## config.mk

```make
export PLATFORM = sky130hd
export DESIGN_NAME = sdf_rot_stage
export DESIGN_NICKNAME = d
export VERILOG_FILES = /design/src/rtl/sdf_rot_pkg.sv /design/src/rtl/sdf_rot_feedback.sv /design/src/rtl/sdf_rot_addsub.sv /design/src/rtl/sdf_rot_bfly.sv /design/src/rtl/sdf_rot_outfmt.sv /design/src/rtl/sdf_rot_stage.sv
export SDC_FILE = /design/constraint.sdc
export NUM_CORES = 1
export LEC_CHECK = 0
export ABC_AREA = 1
export CORE_MARGIN = 1.5
export CORE_UTILIZATION = 45
export CTS_CLUSTER_DIAMETER = 50
export DETAILED_ROUTE_END_ITERATION = 7
export DONT_BUFFER_PORTS = 1
export SLEW_MARGIN = 5
export SYNTH_ARGS = -nofsm -noshare
export SYNTH_HDL_FRONTEND = slang
export SYNTH_SLANG_ARGS = --single-unit
```

## constraint.sdc

```tcl
create_clock -name clk -period 2.1 [get_ports clk]
set_clock_uncertainty 0.1 [all_clocks]
set_input_delay 0.42 -clock clk [delete_from_list [all_inputs] [get_ports clk]]
set_output_delay 0.42 -clock clk [all_outputs]
set_load 0.01 [all_outputs]
```

## src/rtl/sdf_rot_pkg.sv

```systemverilog
package sdf_rot_pkg;

   // What the stage does with the sample present this cycle
   typedef enum logic [1:0] {
      OP_LOAD    = 2'd0,   // fill half: sample into line, line head out
      OP_BFLY    = 2'd1,   // butterfly, sample as is
      OP_BFLY_RT = 2'd2    // butterfly, sample turned by -j first
   } stage_op_e;

   function automatic stage_op_e op_decode(input logic bf, input logic rt);
      if (!bf)     return OP_LOAD;
      else if (rt) return OP_BFLY_RT;
      else         return OP_BFLY;
   endfunction

endpackage

```

## src/rtl/sdf_rot_feedback.sv

```systemverilog
module sdf_rot_feedback #(
   parameter int W     = 13,
   parameter int DEPTH = 4
) (
   input  logic                clk,
   input  logic                rst_n,
   input  logic                adv,
   input  logic signed [W-1:0] din_re,
   input  logic signed [W-1:0] din_im,
   output logic signed [W-1:0] dout_re,
   output logic signed [W-1:0] dout_im
);

   if (DEPTH < 1) begin : g_bad_depth
      $error("sdf_rot_feedback: DEPTH must be at least 1");
   end

   if (DEPTH == 1) begin : g_single
      logic signed [W-1:0] q_re, q_im;
      always_ff @(posedge clk or negedge rst_n) begin
         if (!rst_n) begin
            q_re <= '0;
            q_im <= '0;
         end else if (adv) begin
            q_re <= din_re;
            q_im <= din_im;
         end
      end
      assign dout_re = q_re;
      assign dout_im = q_im;
   end else begin : g_chain
      logic signed [W-1:0] sr_re [DEPTH];
      logic signed [W-1:0] sr_im [DEPTH];
      always_ff @(posedge clk or negedge rst_n) begin
         if (!rst_n) begin
            for (int k = 0; k < DEPTH; k++) begin
               sr_re[k] <= '0;
               sr_im[k] <= '0;
            end
         end else if (adv) begin
            sr_re[0] <= din_re;
            sr_im[0] <= din_im;
            for (int k = 1; k < DEPTH; k++) begin
               sr_re[k] <= sr_re[k-1];
               sr_im[k] <= sr_im[k-1];
            end
         end
      end
      assign dout_re = sr_re[DEPTH-1];
      assign dout_im = sr_im[DEPTH-1];
   end

endmodule

```

## src/rtl/sdf_rot_addsub.sv

```systemverilog
module sdf_rot_addsub #(
   parameter int W = 13
) (
   input  logic signed [W-1:0] a,
   input  logic signed [W-1:0] b,
   input  logic                sub,
   output logic signed [W-1:0] y
);
   assign y = sub ? (a - b) : (a + b);
endmodule

```

## src/rtl/sdf_rot_bfly.sv

```systemverilog
module sdf_rot_bfly #(
   parameter int W = 13
) (
   input  logic signed [W-1:0] a_re,
   input  logic signed [W-1:0] a_im,
   input  logic signed [W-1:0] x_re,
   input  logic signed [W-1:0] x_im,
   input  logic                rot,
   output logic signed [W-1:0] sum_re,
   output logic signed [W-1:0] sum_im,
   output logic signed [W-1:0] diff_re,
   output logic signed [W-1:0] diff_im
);

   // Commutator: the turned sample is (x_im, -x_re); the minus sign is
   // folded into the direction of the imaginary add/subtract lanes.
   logic signed [W-1:0] p_re, p_im;
   assign p_re = rot ? x_im : x_re;
   assign p_im = rot ? x_re : x_im;

   localparam int LANES = 4;
   logic signed [W-1:0] opa [LANES];
   logic signed [W-1:0] opb [LANES];
   logic                dir [LANES];
   logic signed [W-1:0] res [LANES];

   // lane 0: sum real, 1: sum imag, 2: diff real, 3: diff imag
   always_comb begin
      opa[0] = a_re; opb[0] = p_re; dir[0] = 1'b0;
      opa[1] = a_im; opb[1] = p_im; dir[1] = rot;
      opa[2] = a_re; opb[2] = p_re; dir[2] = 1'b1;
      opa[3] = a_im; opb[3] = p_im; dir[3] = ~rot;
   end

   for (genvar g = 0; g < LANES; g++) begin : g_lane
      sdf_rot_addsub #(.W(W)) u_as (
         .a   (opa[g]),
         .b   (opb[g]),
         .sub (dir[g]),
         .y   (res[g])
      );
   end

   assign sum_re  = res[0];
   assign sum_im  = res[1];
   assign diff_re = res[2];
   assign diff_im = res[3];

endmodule

```

## src/rtl/sdf_rot_outfmt.sv

```systemverilog
module sdf_rot_outfmt #(
   parameter int IW    = 13,
   parameter bit HALVE = 1'b0,
   localparam int OW   = HALVE ? IW - 1 : IW
) (
   input  logic signed [IW-1:0] v,
   output logic signed [OW-1:0] y
);
   if (HALVE) begin : g_half
      assign y = $signed(v[IW-1:1]);
   end else begin : g_full
      assign y = v;
   end
endmodule

```

## src/rtl/sdf_rot_stage.sv

```systemverilog
module sdf_rot_stage
   import sdf_rot_pkg::*;
#(
   parameter int  DW    = 12,
   parameter int  DIST  = 4,
   parameter bit  HALVE = 1'b0,
   localparam int IW    = DW + 1,
   localparam int OW    = HALVE ? DW : DW + 1
) (
   input  logic                 clk,
   input  logic                 rst_n,
   input  logic                 in_valid,
   input  logic                 sel_bf,
   input  logic                 sel_rot,
   input  logic signed [DW-1:0] in_re,
   input  logic signed [DW-1:0] in_im,
   output logic                 out_valid,
   output logic signed [OW-1:0] out_re,
   output logic signed [OW-1:0] out_im
);

   if (DW < 2) begin : g_bad_dw
      $error("sdf_rot_stage: DW must be at least 2");
   end
   if (DIST < 1 || (DIST & (DIST - 1)) != 0) begin : g_bad_dist
      $error("sdf_rot_stage: DIST must be a power of two");
   end

   stage_op_e op;
   logic      compute, rot;
   assign op      = op_decode(sel_bf, sel_rot);
   assign compute = (op != OP_LOAD);
   assign rot     = (op == OP_BFLY_RT);

   // one guard bit so a negated full-scale value does not wrap
   logic signed [IW-1:0] x_re, x_im;
   assign x_re = IW'(in_re);
   assign x_im = IW'(in_im);

   logic signed [IW-1:0] head_re, head_im, fb_re, fb_im;
   logic signed [IW-1:0] sum_re, sum_im, diff_re, diff_im;
   logic signed [IW-1:0] pick_re, pick_im;
   logic signed [OW-1:0] fmt_re, fmt_im;

   sdf_rot_feedback #(.W(IW), .DEPTH(DIST)) u_line (
      .clk     (clk),
      .rst_n   (rst_n),
      .adv     (in_valid),
      .din_re  (fb_re),
      .din_im  (fb_im),
      .dout_re (head_re),
      .dout_im (head_im)
   );

   sdf_rot_bfly #(.W(IW)) u_bfly (
      .a_re    (head_re),
      .a_im    (head_im),
      .x_re    (x_re),
      .x_im    (x_im),
      .rot     (rot),
      .sum_re  (sum_re),
      .sum_im  (sum_im),
      .diff_re (diff_re),
      .diff_im (diff_im)
   );

   assign fb_re   = compute ? diff_re : x_re;
   assign fb_im   = compute ? diff_im : x_im;
   assign pick_re = compute ? sum_re  : head_re;
   assign pick_im = compute ? sum_im  : head_im;

   sdf_rot_outfmt #(.IW(IW), .HALVE(HALVE)) u_fmt_re (.v(pick_re), .y(fmt_re));
   sdf_rot_outfmt #(.IW(IW), .HALVE(HALVE)) u_fmt_im (.v(pick_im), .y(fmt_im));

   always_ff @(posedge clk or negedge rst_n) begin
      if (!rst_n) begin
         out_valid <= 1'b0;
         out_re    <= '0;
         out_im    <= '0;
      end else begin
         out_valid <= in_valid;
         if (in_valid) begin
            out_re <= fmt_re;
            out_im <= fmt_im;
         end
      end
   end

   // ---------------- assertions ----------------
   localparam int XW = IW + 2;
   logic signed [XW-1:0] e_sr, e_si, e_dr, e_di, e_hr, e_hi, e_xr, e_xi;
   assign e_sr = XW'(sum_re);
   assign e_si = XW'(sum_im);
   assign e_dr = XW'(diff_re);
   assign e_di = XW'(diff_im);
   assign e_hr = XW'(head_re);
   assign e_hi = XW'(head_im);
   assign e_xr = XW'(in_re);
   assign e_xi = XW'(in_im);

   // the two butterfly outputs are centred on the line head
   a_r2_pair_centre: assert property (@(posedge clk) disable iff (!rst_n)
      (in_valid && sel_bf) |-> ((e_sr + e_dr) == (e_hr + e_hr)) && ((e_si + e_di) == (e_hi + e_hi)));

   // unturned sample spreads the pair by twice itself
   a_r3_plain_spread: assert property (@(posedge clk) disable iff (!rst_n)
      (in_valid && sel_bf && !sel_rot) |-> ((e_sr - e_dr) == (e_xr + e_xr)) && ((e_si - e_di) == (e_xi + e_xi)));

   // turned sample (x_im, -x_re) at full precision
   a_r4_rot_spread: assert property (@(posedge clk) disable iff (!rst_n)
      (in_valid && sel_bf && sel_rot) |-> ((e_sr - e_dr) == (e_xi + e_xi)) && ((e_si - e_di) == -(e_xr + e_xr)));

   // one-cycle valid latency
   a_r6_valid_on: assert property (@(posedge clk) disable iff (!rst_n)
      in_valid |=> out_valid);
   a_r6_valid_off: assert property (@(posedge clk) disable iff (!rst_n)
      !in_valid |=> !out_valid);

   // idle cycle keeps the outputs
   a_r7_idle_hold: assert property (@(posedge clk) disable iff (!rst_n)
      !in_valid |=> ($stable(out_re) && $stable(out_im)));

endmodule

```

**Word level (Yosys, flattened, before mapping)**

Cells that the tools add are included.
Widths: inputs -> output; s select.

- Register bits: 131
- Input port bits: 29
- Output and inout bits: 27
- Logic and storage cells: 27

- Add/subtract/negate cells: 4
- Eq/ne operators: 1
- Mux-type cells: 10
- Reduce and logical (&&, ||, !) cells: 1

Operators with widths:

| kind | count |
|---|---|
| $mux 13 | 8 |
| $add 13x13->13 | 2 |
| $sub 13x13->13 | 2 |
| $mux 2 | 2 |
| $eq 2x2->1 const B | 1 |
| $reduce_bool 2->1 | 1 |

**Depth between registers and ports, before layout**

Gate-level depths: netlist of the first run.

- Depth after elaboration: 7
- Depth in mapped cells: 19
- Mapped depth without buffers: 16

**By module**

From an unflattened synthesis of the first run, not the netlist that was laid out.

- Cells, all modules: 1577
- Area total of the unflattened synthesis: 10455.0 µm²

Modules (own cells, without submodules):

| module | times used | cells each | area each (µm²) | sequential area each (µm²) |
|---|---|---|---|---|
| sdf_rot_feedback | 1 | 466 | 4154.0 | 2602.5 |
| sdf_rot_addsub at u_bfly.g_lane[1].u_as ... | 3 | 180 | 996.0 | 0.0 |
| sdf_rot_stage | 1 | 279 | 1727.9 | 675.6 |
| sdf_rot_addsub at u_bfly.g_lane[0].u_as | 1 | 180 | 994.7 | 0.0 |
| sdf_rot_bfly | 1 | 86 | 395.4 | 0.0 |
| sdf_rot_outfmt | 2 | 13 | 97.6 | 0.0 |

**Worst setup path after synthesis of the first run**

No wires, ideal clock.

- Path type: input port to flip-flop
- Start: in sel_bf
- End: reg out_re[6]
- Library setup time: 117 ps
- Arrival time: 2461 ps
- Required time: 1883 ps
- Path slack: -578 ps
- Cell stages on the path: 17
- Buffers on the path: 2
- Cells stage by stage: nand2_1 buf_4 clkbuf_1 nand2_1 o21ai_0 ha_1 inv_1 fa_1 inv_1 nand3_1 nand2_1 nand2_1 o21ai_1 or2_1 nand3_1 nand2_1 nand2_1

- Cells in the longest elaborated chain, start to end: 5
- Elaborated cells between the ends (all ways): 6
- Those cells by class: 1 x add/sub; 1 x eq/ne; 3 x mux; 1 x reduce/logical

RTL lines:

| element | line | RTL |
|---|---|---|
| from (decl) | sdf_rot_stage.sv:13 | `input logic sel_bf,` |
| $mux 2 (*) | sdf_rot_pkg.sv:11 | `if (!bf) return OP_LOAD;` |
| $eq 2x2->1 | sdf_rot_stage.sv:33 | `assign rot = (op == OP_BFLY_RT);` |
| $mux 13 | sdf_rot_bfly.sv:18 | `assign p_re = rot ? x_im : x_re;` |
| $add 13x13->13 | sdf_rot_addsub.sv:9 | `assign y = sub ? (a - b) : (a + b);` |
| $mux 13 (*) | sdf_rot_stage.sv:69 | `assign pick_re = compute ? sum_re : head_re;` |
| to (signal assigned) | sdf_rot_stage.sv:83 | `out_re <= fmt_re;` |
| to (decl) | sdf_rot_stage.sv:18 | `output logic signed [OW-1:0] out_re,` |

Mark *: on every way between the ends. The rest lies on a longest branch, timed or not.
A chain may end at the register's enable or synchronous reset.

**Final worst setup path of the first run**

- Start: reg u_line.g_chain.sr_im (netlist bit u_line.dout_im[0])
- End: reg out_im[2]

- Cells in the longest elaborated chain, start to end: 3
- Elaborated cells between the ends (all ways): 4
- Those cells by class: 2 x add/sub; 2 x mux

RTL lines:

| element | line | RTL |
|---|---|---|
| from (decl) | sdf_rot_feedback.sv:33 | `logic signed [W-1:0] sr_im [DEPTH];` |
| from (signal, indexed assignment) | sdf_rot_feedback.sv:45 | `sr_im[k] <= sr_im[k-1];` |
| $add 13x13->13 / $sub 13x13->13 (equally long branches) | sdf_rot_addsub.sv:9 |  |
| $mux 13 (*) | sdf_rot_addsub.sv:9 |  |
| $mux 13 (*) | sdf_rot_stage.sv:70 | `assign pick_im = compute ? sum_im : head_im;` |
| to (signal assigned) | sdf_rot_stage.sv:84 | `out_im <= fmt_im;` |
| to (decl) | sdf_rot_stage.sv:19 | `output logic signed [OW-1:0] out_im` |

Marked as above.

==> results of run 1 <==
power by group:
part | switching, mW | internal (mW) | total [mW]
registers | 0.360 | 2.98 | 3.34
logic | 1.92 | 1.39 | 3.32
clock network | 1.25 | 1.79 | 3.04
total | 3.53 | 6.16 | 9.70
kinds of logic (layout without fill, tap and decap cells):
logic type	after synthesis	after routing	synth area share
and+or+nand+nor	551	552	0.2629
xor gates and xnor gates	15	15	0.01533
AOI/OAI and AO/OA	233	233	0.1422
buffers and inverters	254	332	0.1149
DFF	131	131	0.3824
adders and majority gates	54	54	0.08232
repair_timing:
| action | in CTS | in global routing |
|---|---|---|
| hold endpoints to repair | 141 | 131 |
| setup endpoints to repair | 7 | 32 |
| setup buffers | 0 | 2 |
| pin swaps | 0 | 10 |
| cloned | 0 | 1 |
| resized for setup | 2 | 52 |
through the flow:
stage | setup TNS, ns | power [mW] | util | worst slack (ns)
2_1_floorplan | -4.271 | 5.393 | - | -0.2334
3_3_place_gp | -14.34 | 6.450 | 0.5114 | -0.4715
3_5_place_dp | -15.89 | 6.465 | 0.5114 | -0.5420
4_1_cts | 0 | 9.560 | 0.5443 | 0.006495
5_1_grt | -0.05983 | 10.32 | 0.5561 | -0.03135
6_report | 0 | 9.697 | 0.5561 | 0.07181
routing by layer:
layer | GRT usage | wire length [um]
met5 | 0 | 0
met1 | 0.3829 | 12860
met2 | 0.3855 | 10720
met4 | 0.07018 | 378
met3 | 0.05503 | 1213
layout make-up:
type	instances	share of cell area
multi-input cells	854	0.4512
flip-flops and latches	131	0.3154
repair buffers	102	0.07687
inverters	198	0.07157
clock buffers	18	0.04222
well taps	234	0.02815
clock inverters	14	0.01456
registers in the layout (all words and copies together), names as in the netlist:
signal                count
out_im                   13
out_re                   13
out_valid                 1
u_line.dout_im           13
u_line.dout_re           13
u_line.g_chain.sr_im     39
u_line.g_chain.sr_re     39
placed cells by master (no fill, tap or decap), types with 10 or more instances in the layout:
cell type / instances
nor2_1: 66
inv_1: 179
buf_4: 97
ha_2: 15
nor2_2: 10
clkbuf_16: 17
nand2_1: 342
o21ai_0: 93
dfrtp_1: 129
o21ai_2: 11
a21oi_1: 66
nand3_1: 79
ha_1: 30
or2_2: 10
nand2_2: 12
xor2_1: 13
nand4_1: 12
inv_2: 17
o21ai_1: 30
worst paths after layout:
| kind | cells after the start | slack (ns) | to | from |
|---|---|---|---|---|
| setup / recovery | 9 | 0.07 | out_im[2] | u_line.dout_im[0] |
| min in group clk | 2 | 0.03 | u_line.g_chain.sr_im[26] | in_valid |
| hold / removal | 0 | -0.41 | u_line.dout_re[6] | rst_n |
| hold reg to reg | 2 | 0.37 | u_line.dout_im[7] | u_line.g_chain.sr_im[20] |
| setup reg to reg | 9 | 0.07 | out_im[2] | u_line.dout_im[0] |
| max in group asynchronous | 0 | 2.07 | u_line.g_chain.sr_re[46] | rst_n |
==> impl_metrics.json, run 1 <==
{
  "required_ns": 2.32,
  "firstDrtPassIters": 6,
  "slew-limit-headroom": 0.7249,
  "port_buffers": 0,
  "worstPathArrival_ns": 2.25,
  "place_area_um2": 9567,
  "path_clk_slew_ns": 0.06,
  "clk_latency_ns": 0.43,
  "die_area_um2": 19890,
  "outcome": "finished with violations",
  "synth_edf_count": 0,
  "synth-seq-area-share": 0.3824,
  "synth_area_leaders": "dfrtp_1, nand2_1, inv_1, ha_1, o21ai_0",
  "syn_area_per_cell_um2": 6.924,
  "postSynthCellCount": 1238,
  "rsz0062_at_grt": "true",
  "critPathCaptureType": "register",
  "post-route-period-util": 0.9658,
  "syn_to_final_growth_pct": 21.34,
  "place_congestion": 0.9539,
  "diodes": 0,
  "slowest_stage": "dfrtp_1",
  "clockBufferDepth": 2,
  "vias_per_cell": 5.107,
  "routed_wl_mm": 25.17,
  "synth_warnings": 0,
  "multiInputGateArea_um2": 4693,
  "drc": 0,
  "io_pins": 56,
  "drv_slew": 0,
  "grt_pass1_vias": 7325,
  "violations": "negative hold slack",
  "path_buf_inv": 3,
  "p_per_area_nw_per_um2": 932.3,
  "dr_total_vias": 7921,
  "syn-num-nets": 1321,
  "leakagePower_nw": 5.409,
  "drive_above_1_share": 0.1868,
  "startpoint_type": "register",
  "avgRoutedWirePerCell_um": 16.23,
  "netlist_area_um2": 8572,
  "die_x_um": 141.0,
  "yosysTopAreaCellShare": 0.3824,
  "grt_max_degree": 132,
  "holdBufCountCts": 2,
  "hold_ws_ns": -0.4125,
  "fillerInstances": 1822,
  "cts.sink_count": 131,
  "ir_drop_uv": 547.9,
  "cp_top_family": "adder cells",
  "die_y_um": 141.0,
  "hpwlAfterDp_mm": 17.86,
  "stdcell_area_um2": 10400,
  "synth_top_area_cell": "dfrtp_1",
  "grt_pass1_wl_mm": 39.80,
  "crit_chain": "inv_2 > ha_2 > inv_1 > fa_2 > xnor2_2 > a221oi_2 > nand2_1 > o21ai_1 > inv_1",
  "seqCellArea_um2": 3281,
  "cp_slowest_stage_delay_ns": 0.41,
  "grtUsageTotal": 0.2600,
  "dp.cells": 1514,
  "start_util": 0.4583,
  "hold_class": "input port to async pin",
  "critPathMaxFanout": 3,
  "cpMostUsedCell": "inv_1",
  "ys_seq_elements": 131,
  "fmaxAchievable_mhz": 493.1,
  "ant_nets": 0,
  "hold_violations": 131,
  "cts_inserted_buffers": 17,
  "final_nets": 1387,
  "antenna_found_initial": 0,
  "core-area_um2": 18710,
  "async_reset_ff_frac": 1.000,
  "finalCriticalPeriod_ns": 2.028,
  "setup_viol": 0,
  "post-synth-top-count-cell": "nand2_1",
  "overflow": 0,
  "cts.htree.levels": 4,
  "synthFlopType": "dfrtp_1",
  "crit_type": "register to register",
  "cts_tree": "built",
  "final_cells": 1551,
  "cts_root_buffer": "clkbuf_16",
  "drv_cap": 0,
  "ys_types": 33,
  "rows": 50,
  "synthTopCellsByCount": "nand2_1, inv_1, dfrtp_1, o21ai_0, nand3_1",
  "drtIter0Drc": 615,
  "worst_slew_pin_slew_ns": 0.4113
}
(Power assumes the default switching activity.)
==> inputs of run 2 (changes only) <==
--- a/config.mk
+++ b/config.mk
@@ -14,4 +14,5 @@
 export SLEW_MARGIN = 5
 export SYNTH_ARGS = -nofsm -noshare
 export SYNTH_HDL_FRONTEND = slang
+export SYNTH_HIERARCHICAL = 1
 export SYNTH_SLANG_ARGS = --single-unit
==> run 2 against run 1 <==
The run ends with negative hold slack, negative setup slack left. Total power grew 42%. Fmax shrank 17%. Utilization grew 5.5 points. Via count grew 23%. Sequential cell count is the same. Worst hold slack lost 0.0014 ns. Wire length grew 23%. Final cell count grew 27%. Register-to-register slack lost 0.06 ns.
==> impl_metrics.json, run 2 <==
{
  "vias_per_cell": 4.971,
  "p_per_area_nw_per_um2": 990.9,
  "hold_violations": 131,
  "critPathMaxFanout": 54,
  "start_util": 0.4604,
  "final_nets": 1752,
  "drive_above_1_share": 0.3214,
  "cts.htree.levels": 4,
  "firstDrtPassIters": 5,
  "syn_to_final_growth_pct": 32.78,
  "worstPathArrival_ns": 2.68,
  "yosysTopAreaCellShare": 0.3135,
  "ant_nets": 0,
  "netlist_area_um2": 10460,
  "syn-num-nets": 1662,
  "port_buffers": 0,
  "post-synth-top-count-cell": "nand2_1",
  "synth_area_leaders": "dfrtp_1, nand2_1, ha_1, buf_4, inv_1",
  "rows": 55,
  "drv_slew": 0,
  "holdBufCountCts": 2,
  "die_x_um": 155.4,
  "core-area_um2": 22710,
  "finalCriticalPeriod_ns": 2.457,
  "synth-seq-area-share": 0.3135,
  "clk_latency_ns": 0.43,
  "layout_common_cells": "nand2_1, buf_4, dfrtp_1",
  "grt_pass1_vias": 9561,
  "tns_ns": -8.926,
  "grt_pass1_wl_mm": 49.51,
  "cts_tree": "built",
  "synthAdderAreaFrac": 0.06989,
  "hold_ws_ns": -0.4139,
  "drtIter0Drc": 585,
  "synth_xor_area_frac": 0.05697,
  "ys_seq_elements": 131,
  "required_ns": 2.32,
  "worst_slack_ns": -0.3571,
  "routed_wl_mm": 30.89,
  "synth-simple-area-share": 0.3824,
  "layout_commonest_cell": "nand2_1",
  "synthFlopType": "dfrtp_1",
  "setup_viol": 41,
  "cts_root_buffer": "clkbuf_16",
  "drv_cap": 0,
  "clockBufferDepth": 2,
  "reg_top3": "u_line/g_chain.sr_im x39, u_line/g_chain.sr_re x39",
  "grt_max_degree": 133,
  "dp.cells": 1903,
  "hold_class": "input port to async pin",
  "crit_type": "input port to register",
  "critPathCaptureType": "register",
  "fmaxAchievable_mhz": 407.0,
  "place_congestion": 0.9473,
  "synth_mux_area_frac": 0,
  "ys_types": 33,
  "violations": "negative hold slack, negative setup slack",
  "hpwlAfterDp_mm": 21.38,
  "path_clk_slew_ns": 0.07,
  "rsz0062_at_grt": "true",
  "avgRoutedWirePerCell_um": 15.72,
  "outcome": "finished with violations",
  "diodes": 0,
  "cts.sink_count": 131,
  "post-route-util": 0.6113,
  "synthTopCellsByCount": "nand2_1, dfrtp_1, inv_1, nor2_1, buf_4",
  "synth_edf_count": 0,
  "antenna_found_initial": 0,
  "synth_top_area_cell": "dfrtp_1",
  "drc": 0,
  "overflow": 0,
  "synth_top_family_by_area": "simple AND/OR/NAND/NOR gates",
  "postSynthCellCount": 1577,
  "async_reset_ff_frac": 1.000,
  "post-route-period-util": 1.170,
  "place_ws_ns": -0.9191,
  "grtUsageTotal": 0.2615,
  "die_y_um": 155.4,
  "syn_area_per_cell_um2": 6.630,
  "startpoint_type": "input port",
  "final_cells": 1965,
  "leakagePower_nw": 7.373,
  "synth_compound_area_frac": 0.04727,
  "ir_drop_uv": 534.5,
  "cts_inserted_buffers": 17,
  "io_pins": 56,
  "synth_warnings": 6,
  "dr_total_vias": 9768,
  "finalPower_mw": 13.76,
  "die_area_um2": 24160
}
-- run 2: per-stage QoR --
| step | area, um2 | hold slack (ns) |
|---|---|---|
| after global routing | 13880 | -0.4332 |
| after CTS | 13400 | -0.4338 |
| after detailed placement | 11930 | 0.02735 |
| after global placement | 11930 | 0.02708 |
| final | 13880 | -0.4139 |
| after floorplan | 11300 | 0.02441 |
-- run 2: path summary, 6_finish.rpt --
check	startpoint	to	slack (ns)	cells after the start
worst max-delay path	sel_bf	u_line/g_chain.sr_im[50]	-0.36	22
worst min-delay path	rst_n	out_im[6]	-0.41	0
worst max register to register	u_line/dout_im[0]	u_line/g_chain.sr_im[47]	0.01	13
worst min register to register	u_line/g_chain.sr_re[49]	u_line/g_chain.sr_re[49]	0.37	2
max in group asynchronous	rst_n	u_line/g_chain.sr_im[45]	1.96	0
min in group clk	in_valid	u_line/g_chain.sr_re[25]	0.04	2
-- run 2: cells by family after synthesis --
family | count (synthesis)
other | 2
adder cells (fa/ha/maj) | 56
XOR/XNOR | 68
flip-flops | 131
AO/OA/AOI/OAI | 84
AND/OR/NAND/NOR | 995
buffers and inverters | 241
-- run 2: routing by layer --
metal	GRT usage	vias up	part of all wire
li1	-	4941	-
met1	0.3119	4561	0.42
met2	0.4717	206	0.51
met3	0.03955	60	0.043
met4	0.1011	0	0.033
met5	0	-	0
-- run 2: timing repair --
action                     CTS  global route
buffers inserted            23             8
gates cloned                 2             0
pin swaps                  139            97
setup endpoints to repair   41            43
gates resized for setup    134           102
hold endpoints to repair   133           131
-- run 2: cell type report --
class	count	area, um2
fill	2017	8827
multi-input combinational	1205	7555
sequential	131	3278
timing repair buffer	171	1458
inverter	141	573.1
clock buffer	19	442.9
tap	285	356.6
clock inverter	13	219.0
-- run 2: report_power, final --
part	internal [mW]	switching (mW)
registers	3.11	0.653
clock network	2.17	1.28
logic	3.12	3.43
total	8.39	5.36
-- run 2: critical path, cell delays in order --
cell	delay [ns]
nand2_8	0.05
inv_12	0.08
buf_12	0.13
nand2_4	0.06
nand2_8	0.08
inv_2	0.05
ha_4	0.17
nand2_4	0.10
nand2_4	0.07
o21ai_2	0.06
xor2_1	0.16
inv_1	0.09
ha_4	0.34
nand2_4	0.09
nor2_4	0.14
nand3_2	0.12
nand4_1	0.12
nand2_2	0.06
nand2_1	0.07
nand2_1	0.05
nand2_1	0.07
nand2_1	0.05
==> inputs of run 3 (changes only) <==
--- a/config.mk
+++ b/config.mk
@@ -11,6 +11,8 @@
 export CTS_CLUSTER_DIAMETER = 50
 export DETAILED_ROUTE_END_ITERATION = 7
 export DONT_BUFFER_PORTS = 1
+export HOLD_SLACK_MARGIN = 0.15
+export RECOVER_POWER = 100
 export SLEW_MARGIN = 5
 export SYNTH_ARGS = -nofsm -noshare
 export SYNTH_HDL_FRONTEND = slang
==> constraint.sdc (replaced) <==
create_clock -name clk -period 3.1 [get_ports clk]
set_clock_uncertainty 0.1 [all_clocks]
set_input_delay 0.62 -clock clk [delete_from_list [all_inputs] [get_ports clk]]
set_output_delay 0.62 -clock clk [all_outputs]
set_load 0.01 [all_outputs]
==> run 3 against run 2 <==
The run ends with negative hold slack, max-capacitance violations, max-slew violations left. Via count is 3.9% lower. Sequential power shrank 33%. Critical path depth up 2. Largest cell class unchanged. Highest routed layer unchanged.
==> impl_metrics.json, run 3 (same netlist as run 2, synthesis figures left out) <==
{
  "violations": "negative hold slack, max-capacitance violations, max-slew violations",
  "stdcell_area_um2": 12120,
  "required_ns": 3.32,
  "diodes": 0,
  "setup_viol": 0,
  "hpwlAfterDp_mm": 20.83,
  "grt_max_degree": 134,
  "clockBufferDepth": 2,
  "fillerInstances": 2298,
  "outcome": "finished with violations",
  "cts_tree": "built",
  "firstDrtPassIters": 6,
  "grtUsageTotal": 0.2437,
  "worstSetupStartpoint": "sel_bf",
  "final_cells": 1916,
  "worstPathArrival_ns": 3.04,
  "holdBufCountCts": 1,
  "cts.sink_count": 131,
  "worst_slew_pin_slew_ns": 1.970,
  "grt_pass1_wl_mm": 46.29,
  "place_congestion": 0.9121,
  "hold_class": "input port to async pin",
  "vias_per_cell": 4.901,
  "ir_drop_uv": 302.5,
  "ant_nets": 0,
  "rsz0062_at_grt": "false",
  "drive_above_1_share": 0.1913,
  "start_util": 0.4604,
  "slew-limit-headroom": -0.3136,
  "hold_violations": 131,
  "seqCellArea_um2": 3278,
  "core-area_um2": 22710,
  "final_nets": 1703,
  "post-route-period-util": 0.9096,
  "hold_ws_ns": -0.2148,
  "die_x_um": 155.4,
  "io_pins": 56,
  "grt_pass1_vias": 8865,
  "layout_commonest_cell": "nand2_1",
  "startpoint_type": "input port",
  "critPathMaxFanout": 54,
  "cts_setup_buffers": 0,
  "antenna_found_initial": 0,
  "port_buffers": 0,
  "fmaxAchievable_mhz": 354.6,
  "overflow": 0,
  "syn_to_final_growth_pct": 15.92,
  "crit_type": "input port to register",
  "die_y_um": 155.4,
  "r2r_start": "u_line/dout_im[0]",
  "place_area_um2": 11570,
  "timing.rr.end": "out_im[12]",
  "clk_latency_ns": 0.42,
  "tns_ns": 0,
  "multiInputGateArea_um2": 6419,
  "r2r_cells": 14,
  "leakagePower_nw": 6.789,
  "dr_total_vias": 9391,
  "cts_root_buffer": "clkbuf_16",
  "die_area_um2": 24160,
  "cts.htree.levels": 4,
  "drv_slew": 63,
  "avgRoutedWirePerCell_um": 14.60,
  "path_clk_slew_ns": 0.06,
  "critPathCaptureType": "register",
  "routed_wl_mm": 27.97,
  "ff2ff_setup_slack_ns": 0.86,
  "drc": 0,
  "layout_common_cells": "nand2_1, dfrtp_1, inv_1",
  "cts_inserted_buffers": 17,
  "finalCriticalPeriod_ns": 2.820,
  "rows": 55,
  "drv_cap": 1,
  "drtIter0Drc": 639,
  "dp.cells": 1883,
  "reg_top3": "u_line/g_chain.sr_im x39, u_line/g_chain.sr_re x39",
  "p_per_area_nw_per_um2": 654.3
}
[run 3: cell count changes in the layout (fill, tap and decap cells not counted), moves of 17 or more]
cell	delta
nor2_1	+23
buf_4	-33
nand2_2	-42
nand2_1	+72
nor2_4	-17
nand2_4	-27
[run 3: layout make-up]
| class | count | area share |
|---|---|---|
| clock inverter | 14 | 0.01249 |
| clock buffer | 18 | 0.03624 |
| multi-input combinational | 1205 | 0.5296 |
| inverter | 141 | 0.04512 |
| sequential | 131 | 0.2705 |
| timing repair buffer | 122 | 0.07661 |
| tap | 285 | 0.02942 |
[run 3: what timing repair did]
item / 4_1_cts / 5_1_grt
endpoints found under the setup margin: 0 / 3
gates resized for setup: 0 / 3
hold endpoints to repair: 132 / 131
[run 3: how the worst max path moves through the flow]
stage,cells after the start,to,slack (ns)
4_1_cts,23,u_line/g_chain.sr_im[49],0.28
2_1_floorplan,31,out_im[12],-0.15
3_3_place_gp,22,out_re[11],-0.11
6_report,24,out_re[12],0.28
3_5_place_dp,23,u_line/g_chain.sr_im[49],-0.14
5_1_grt,24,out_re[12],0.005
[run 3: report_power, final]
group | switching [mW] | leakage (nW) | total [mW] | internal, mW
combinational | 1.85 | 4.84 | 3.37 | 1.52
clock | 0.839 | 0.287 | 2.05 | 1.21
sequential | 0.400 | 1.66 | 2.51 | 2.10
total | 3.09 | 6.79 | 7.93 | 4.84
[run 3: metrics by stage]
| step | utilization | total power [mW] | worst slack (ns) | hold WS, ns |
|---|---|---|---|---|
| after floorplan | - | 5.172 | -0.1515 | 0.2244 |
| after global placement | 0.5095 | 5.875 | -0.1132 | 0.2277 |
| after detailed placement | 0.5095 | 5.909 | -0.1426 | 0.2276 |
| after CTS | 0.5360 | 8.018 | 0.2753 | -0.2265 |
| after global routing | 0.5337 | 8.551 | 0.005332 | -0.2235 |
| final | 0.5337 | 7.930 | 0.2801 | -0.2148 |
[run 3: critical path, stage by stage]
cell and delay [ns]:
nand2_2 0.04, inv_2 0.13, inv_8 0.09, buf_4 0.16, nand2_1 0.07, nand2_2 0.12
nor2_2 0.17, nand2_1 0.10, o21ai_2 0.20, o211ai_1 0.12, nand2_1 0.09, inv_1 0.08
ha_4 0.29, nand2_1 0.08, nor2_2 0.11, nand3_1 0.09, nand3_2 0.09, inv_1 0.04
nand2_1 0.07, nand2_1 0.06, nand2_1 0.06, nand2_1 0.05, nand2_1 0.06, nand2_1 0.04
[run 3: layer usage]
metal	vias up	part of all wire	track usage
met2	229	0.43	0.3790
met4	0	0.012	0.05714
met3	21	0.063	0.04875
met1	4285	0.49	0.3471
met5	-	0	0
li1	4856	-	-
